**src/rtl/vmc_pkg.sv**
```systemverilog
package vmc_pkg;
  localparam int H_W = 8;
  localparam int L_W = 9;
  localparam logic [L_W-1:0] ACTIVE_LINES = 9'd192;
  localparam logic [15:0] CONT_LO = 16'h4000;
  localparam logic [15:0] CONT_HI = 16'h7FFF;

  localparam logic [1:0] KIND_MEM = 2'd0;
  localparam logic [1:0] KIND_IO  = 2'd1;
  localparam logic [1:0] KIND_INT = 2'd2;

  typedef struct packed {
    logic [L_W-1:0] line;
    logic [H_W-1:0] h;
  } pos_t;

  function automatic logic [H_W-1:0] line_len(input logic [1:0] v);
    return (v == 2'd0) ? 8'd224 : 8'd228;
  endfunction

  function automatic logic [L_W-1:0] frame_lines(input logic [1:0] v);
    return (v == 2'd0) ? 9'd312 : 9'd311;
  endfunction

  function automatic logic [H_W-1:0] window_len(input logic [1:0] v);
    return v[1] ? 8'd129 : 8'd128;
  endfunction

  // Delay inside the eight-cycle fetch group
  function automatic logic [2:0] pattern_delay(input logic [1:0] v, input logic [2:0] idx);
    if (!v[1]) return (idx < 3'd6) ? 3'(3'd6 - idx) : 3'd0;
    if (idx == 3'd0) return 3'd1;
    if (idx == 3'd1) return 3'd0;
    return 3'(4'd9 - {1'b0, idx});
  endfunction

  // Interrupt position, expressed as line and cycle-in-line
  function automatic pos_t irq_pos(input logic [1:0] v);
    int t;
    int cpl;
    pos_t r;
    case (v)
      2'd0:    begin cpl = 224; t = 224 * 312 - 14339; end
      2'd1:    begin cpl = 228; t = 228 * 311 - 14366; end
      default: begin cpl = 228; t = 228 * 311 - 14368; end
    endcase
    r.line = L_W'(t / cpl);
    r.h    = H_W'(t % cpl);
    return r;
  endfunction

  // Move a beam position forward by k cycles (k well below a line)
  function automatic pos_t pos_advance(input logic [1:0] v, input pos_t p, input logic [3:0] k);
    pos_t r;
    logic [H_W:0] s;
    logic [H_W:0] len;
    len = {1'b0, line_len(v)};
    s = {1'b0, p.h} + (H_W+1)'(k);
    if (s >= len) begin
      r.h = H_W'(s - len);
      r.line = (p.line >= frame_lines(v) - 1'b1) ? '0 : p.line + 1'b1;
    end else begin
      r.h = s[H_W-1:0];
      r.line = p.line;
    end
    return r;
  endfunction
endpackage

```
**src/rtl/vmc_beam.sv**
```systemverilog
module vmc_beam
  import vmc_pkg::*;
(
  input  logic       clk,
  input  logic       rst_n,
  input  logic [1:0] variant_i,
  output pos_t       pos_o,
  output logic       irq_o
);
  pos_t pos_q;
  pos_t irq_at;
  logic last_h;
  logic last_line;

  assign last_h    = (pos_q.h >= line_len(variant_i) - 1'b1);
  assign last_line = (pos_q.line >= frame_lines(variant_i) - 1'b1);

  always_ff @(posedge clk) begin
    if (!rst_n) begin
      pos_q <= '0;
    end else if (last_h) begin
      pos_q.h <= '0;
      pos_q.line <= last_line ? '0 : pos_q.line + 1'b1;
    end else begin
      pos_q.h <= pos_q.h + 1'b1;
    end
  end

  assign irq_at = irq_pos(variant_i);
  assign irq_o  = rst_n && (pos_q == irq_at);
  assign pos_o  = pos_q;
endmodule

```
**src/rtl/vmc_slot.sv**
```systemverilog
module vmc_slot
  import vmc_pkg::*;
(
  input  logic [1:0] variant_i,
  input  logic       en_i,
  input  pos_t       at_i,
  output logic [2:0] delay_o,
  output pos_t       next_o
);
  logic hot;
  assign hot = en_i && (at_i.line < ACTIVE_LINES) && (at_i.h < window_len(variant_i));
  assign delay_o = hot ? pattern_delay(variant_i, at_i.h[2:0]) : 3'd0;
  assign next_o  = pos_advance(variant_i, at_i, {1'b0, delay_o} + 4'd1);
endmodule

```
**src/rtl/vmc_contention.sv**
```systemverilog
module vmc_contention
  import vmc_pkg::*;
#(
  parameter int MAX_CHECKS = 8,
  parameter int LEN_W = 4,
  localparam int N_W = $clog2(MAX_CHECKS + 1),
  localparam int DLY_W = $clog2(MAX_CHECKS * 7 + 1)
) (
  input  logic             clk,
  input  logic             rst_n,
  input  logic [1:0]       variant_i,
  input  logic             req_i,
  input  logic [1:0]       kind_i,
  input  logic [15:0]      addr_i,
  input  logic [LEN_W-1:0] len_i,
  output logic [DLY_W-1:0] delay_o,
  output logic             irq_o
);
  pos_t beam_pos;
  pos_t start_pos;
  logic in_range;
  logic late;
  logic [N_W-1:0] n_checks;
  logic [DLY_W-1:0] total;
  pos_t chain [MAX_CHECKS+1];
  logic [2:0] slot_dly [MAX_CHECKS];

  vmc_beam beam_i (
    .clk(clk), .rst_n(rst_n), .variant_i(variant_i),
    .pos_o(beam_pos), .irq_o(irq_o)
  );

  assign in_range = (addr_i >= CONT_LO) && (addr_i <= CONT_HI);
  assign late = variant_i[1];

  // Number of checks and where the first one lands
  always_comb begin
    n_checks = '0;
    start_pos = beam_pos;
    case (kind_i)
      KIND_MEM: n_checks = in_range ? N_W'(1) : '0;
      KIND_IO: if (!late) begin
        if (in_range) n_checks = addr_i[0] ? N_W'(4) : N_W'(2);
        else if (!addr_i[0]) begin
          n_checks = N_W'(1);
          start_pos = pos_advance(variant_i, beam_pos, 4'd1);
        end
      end
      KIND_INT: if (!late && in_range) begin
        if (int'(len_i) > MAX_CHECKS) n_checks = N_W'(MAX_CHECKS);
        else n_checks = N_W'(len_i);
      end
      default: n_checks = '0;
    endcase
  end

  assign chain[0] = start_pos;

  for (genvar i = 0; i < MAX_CHECKS; i++) begin : g_slot
    vmc_slot slot_i (
      .variant_i(variant_i),
      .en_i(N_W'(i) < n_checks),
      .at_i(chain[i]),
      .delay_o(slot_dly[i]),
      .next_o(chain[i+1])
    );
  end

  always_comb begin
    total = '0;
    for (int i = 0; i < MAX_CHECKS; i++) total = total + DLY_W'(slot_dly[i]);
  end

  always_ff @(posedge clk) begin
    if (!rst_n) delay_o <= '0;
    else delay_o <= req_i ? total : '0;
  end
endmodule

```
**config.mk**
```make
export PLATFORM = sky130hd
export DESIGN_NAME = vmc_contention
export DESIGN_NICKNAME = d
export VERILOG_FILES = /design/src/rtl/vmc_pkg.sv /design/src/rtl/vmc_beam.sv /design/src/rtl/vmc_slot.sv /design/src/rtl/vmc_contention.sv
export SDC_FILE = /design/constraint.sdc
export NUM_CORES = 1
export LEC_CHECK = 0
export BUFFER_PORTS_ARGS = -buffer_cell sky130_fd_sc_hd__buf_2
export CAP_MARGIN = 20
export CORE_UTILIZATION = 25
export CTS_BUF_LIST = sky130_fd_sc_hd__clkbuf_4
export CTS_CLUSTER_DIAMETER = 40
export DETAILED_ROUTE_END_ITERATION = 8
export SETUP_SLACK_MARGIN = 0.15
export SYNTH_ARGS = -nofsm -noshare
export SYNTH_HDL_FRONTEND = slang
export SYNTH_HIERARCHICAL = 1
export SYNTH_SLANG_ARGS = --single-unit
```
**constraint.sdc**
```tcl
create_clock -name clk -period 98.9 [get_ports clk]
set_clock_uncertainty 0.1 [all_clocks]
set_input_delay 9.89 -clock clk [delete_from_list [all_inputs] [get_ports clk]]
set_output_delay 9.89 -clock clk [all_outputs]
set_load 0.02 [all_outputs]
```
==> results.txt <==
----------------------------------------------------
[Routing]
  Mean routed wirelength per cell ... 14.6 um
  Via count normalized by instance count ... 5.59
  WL final ... 31000 um
  Vias ... 11.9k
  Number of remaining DRC errors ... 0
  Detailed router's first-iteration violation count ... 989
  Antenna violation net count after detailed routing ... 0
  Number of detailed-route iterations in the first pass ... 6

[Clock network]
  Number of buffers on the longest clock path ... 2
  Clock transition at the registers of the reported paths ... 0.13 ns
  Root buffer cell ... sky130_fd_sc_hd__clkbuf_4
  Number of sinks handled by clock tree synthesis ... 23
  Resized Gates After CTS ... 0
  Buffers inserted during post-CTS setup optimization ... 0
  Worst-Skew Late Latency ... 0.32 ns
  Number of clock buffers inserted by TritonCTS ... 3
  Maximum level of the CTS H-tree ... 1
  Clock tree from TritonCTS ... done
  Post-CTS Hold Fix Bufs ... 0

[Power]
  Portion of total power attributed to sequential cells ... 5.5%
  Internal power contribution ... 78.0 uW
  Net switching power ... 103 uW
  Combinational power share ... 92.0%
  Share of power burned in the clock network ... 2.5%
  Switching fraction of total power ... 56.8%
  Overall power ... 181 uW
  Leak ... 4.67 nW
  Total power per unit cell area ... 15.6 nW/um^2
  Worst-case vdd ir drop ... 0.0000174 V

[Setup path]
  Worst EP required ... 99.04 ns
  Data arrival, critical path ... 45.20 ns
  Largest fanout on the critical path ... 17
  Cell with the biggest individual delay on the critical path ... sky130_fd_sc_hd__nor3b_1
  Number of cells on the worst reg-to-reg path ... 123
  CP max stage delay ... 0.73 ns
  Setup Crit Path Kind ... in -> reg
  Cell seen most often among critical-path stages ... sky130_fd_sc_hd__ha_1
  Kind of start point of the critical path ... primary input
  Crit. End Element ... register

[Timing]
  Number of hold violations in the final report ... 0
  Total negative slack ... 0 ns
  Part of the cycle the worst path needs ... 45.6%
  Measured slew at the worst slew-check pin ... 1.11 ns
  Slew margin rel. ... 25.6%
  Worst hold margin ... 0.506 ns
  Final critical-path required period ... 45.06 ns
  Final Max Tran Viols ... 0
  Worst path setup slack after routing ... 53.84 ns
  Setup repair after global routing missed its margin ... no
  Final-report setup violation count ... 0
  Highest achievable clock rate ... 0.0222 GHz

[Placed design]
  Final weighted congestion in routability-driven placement ... 0.905
  DPL Wire Length ... 24200 um
  Worst slack at placement ... 53.81 ns
  Number of I/O port buffers ... 20

[Layout]
  Ant. Diodes ... 0
  Number of nets in the finished design ... 1691
  Area growth from synthesis to final layout ... 4.63%
  Register area ... 460 um^2
  Fill cell instance count of the final layout ... 4810
  Share of layout cells above drive strength 1 ... 6.24%
  Area taken by multi-input logic gates ... 9700 um^2

[Global routing]
  Vias in the first global route ... 10.6k
  Initial antenna violation count ... 0
  Maximum number of pins on one net before global-route repair ... 54
  Wire length of the first global-routing pass ... 52300 um
  GRT Overall Usage ... 13.4%
  Total congestion overflow ... 0

[Synthesis]
  Yosys synthesis warning count ... 6
  Instance count of the mapped netlist ... 1576
  Post-Syn Nets ... 1727
  Post-Synthesis Cell Area ... 11000 um^2
  Syn avg cell area ... 7.01 um^2

[Floorplanning]
  Core Rows ... 76
  Core Area ... 43400 um^2
  Die span in x ... 212 um
  Die boundary height ... 212 um
  Effective utilization at floorplan ... 25.5%
  Die area ... 45000 um^2
  I/O pin total ... 34

[Run status]
  Result of the run ... completed

[Hold path]
  Number of instances on the worst hold path ... 2
  Hold/Removal Path Class ... reg -> reg

[Flow run]
  Reported max-cap violation count ... 0

----------------------------------------------------
-- final cells by class --
type	instances	share of cell area [%]
Clock inverter	1	0.0433
Clock buffer	3	0.195
Multi-Input combinational cell	1353	83.9
Tap cell	585	6.33
Sequential cell	23	3.98
Inverter	133	4.32
Timing Repair Buffer	26	1.26
-- metrics by stage --
step / std cells / cell area (um^2) / utilization, %
6_report: 2124 / 11600 / 26.7
5_1_grt: 2124 / 11600 / 26.7
4_1_cts: 2122 / 11500 / 26.6
3_5_place_dp: 2118 / 11500 / 26.6
3_3_place_gp: 2118 / 11500 / 26.6
2_1_floorplan: 1576 / 11000 / -
-- worst max-delay path: cells and delay by family --
family	cells	cell delay [ns]
muxes	14	3.72
AOI/OAI and AO/OA	24	5.22
buffers and inverters	6	0.42
and+or+nand+nor	41	14.94
adders and majority gates	27	9.37
xor gates and xnor gates	8	1.61
-- cell usage in the layout, fill, tap and decap left out, types with 29 or more instances in the layout --
master / instances
sky130_fd_sc_hd__xnor2_1: 31
sky130_fd_sc_hd__nand2_1: 109
sky130_fd_sc_hd__a31oi_1: 37
sky130_fd_sc_hd__a221oi_1: 31
sky130_fd_sc_hd__and2_1: 39
sky130_fd_sc_hd__nand3_1: 109
sky130_fd_sc_hd__and3_1: 42
sky130_fd_sc_hd__inv_1: 133
sky130_fd_sc_hd__nor2_1: 137
sky130_fd_sc_hd__ha_1: 100
sky130_fd_sc_hd__o21ai_0: 73
sky130_fd_sc_hd__a21oi_1: 41
sky130_fd_sc_hd__nor2b_1: 29
sky130_fd_sc_hd__or4_1: 39
-- sequential cells by signal, indices dropped and copies added, names as in the netlist --
| name | cells |
|---|---|
| delay_o | 6 |
| beam_i/pos_o | 17 |
-- metal layers --
metal / vias up / GRT usage (%) / routed length [um]
met3: 30 / 0.783 / 1330
met1: 5660 / 19.4 / 15200
met4: 0 / 1.74 / 291
li1: 5858 / - / -
met2: 316 / 22.2 / 14100
met5: - / 0 / 0
-- path summary, 6_finish.rpt --
kind	start	endpoint	slack [ns]
max reg2reg	beam_i/pos_o[0]$_SDFF_PP0_	delay_o[3]$_SDFF_PN0_	63.03
min reg2reg	beam_i/pos_o[14]$_SDFFE_PN0P_	beam_i/pos_o[14]$_SDFFE_PN0P_	0.51
max	kind_i[0]	delay_o[3]$_SDFF_PN0_	53.84
min	beam_i/pos_o[14]$_SDFFE_PN0P_	beam_i/pos_o[14]$_SDFFE_PN0P_	0.51
-- power by group through the flow --
stage	registers [mW]	logic, mW	clock network, mW
2_1_floorplan	0.0101	0.138	0
3_3_place_gp	0.0101	0.158	0
3_5_place_dp	0.0101	0.165	0
4_1_cts	0.00990	0.166	0.00482
5_1_grt	0.00996	0.190	0.00522
6_report	0.00991	0.166	0.00457
(Power assumes the default switching activity.)
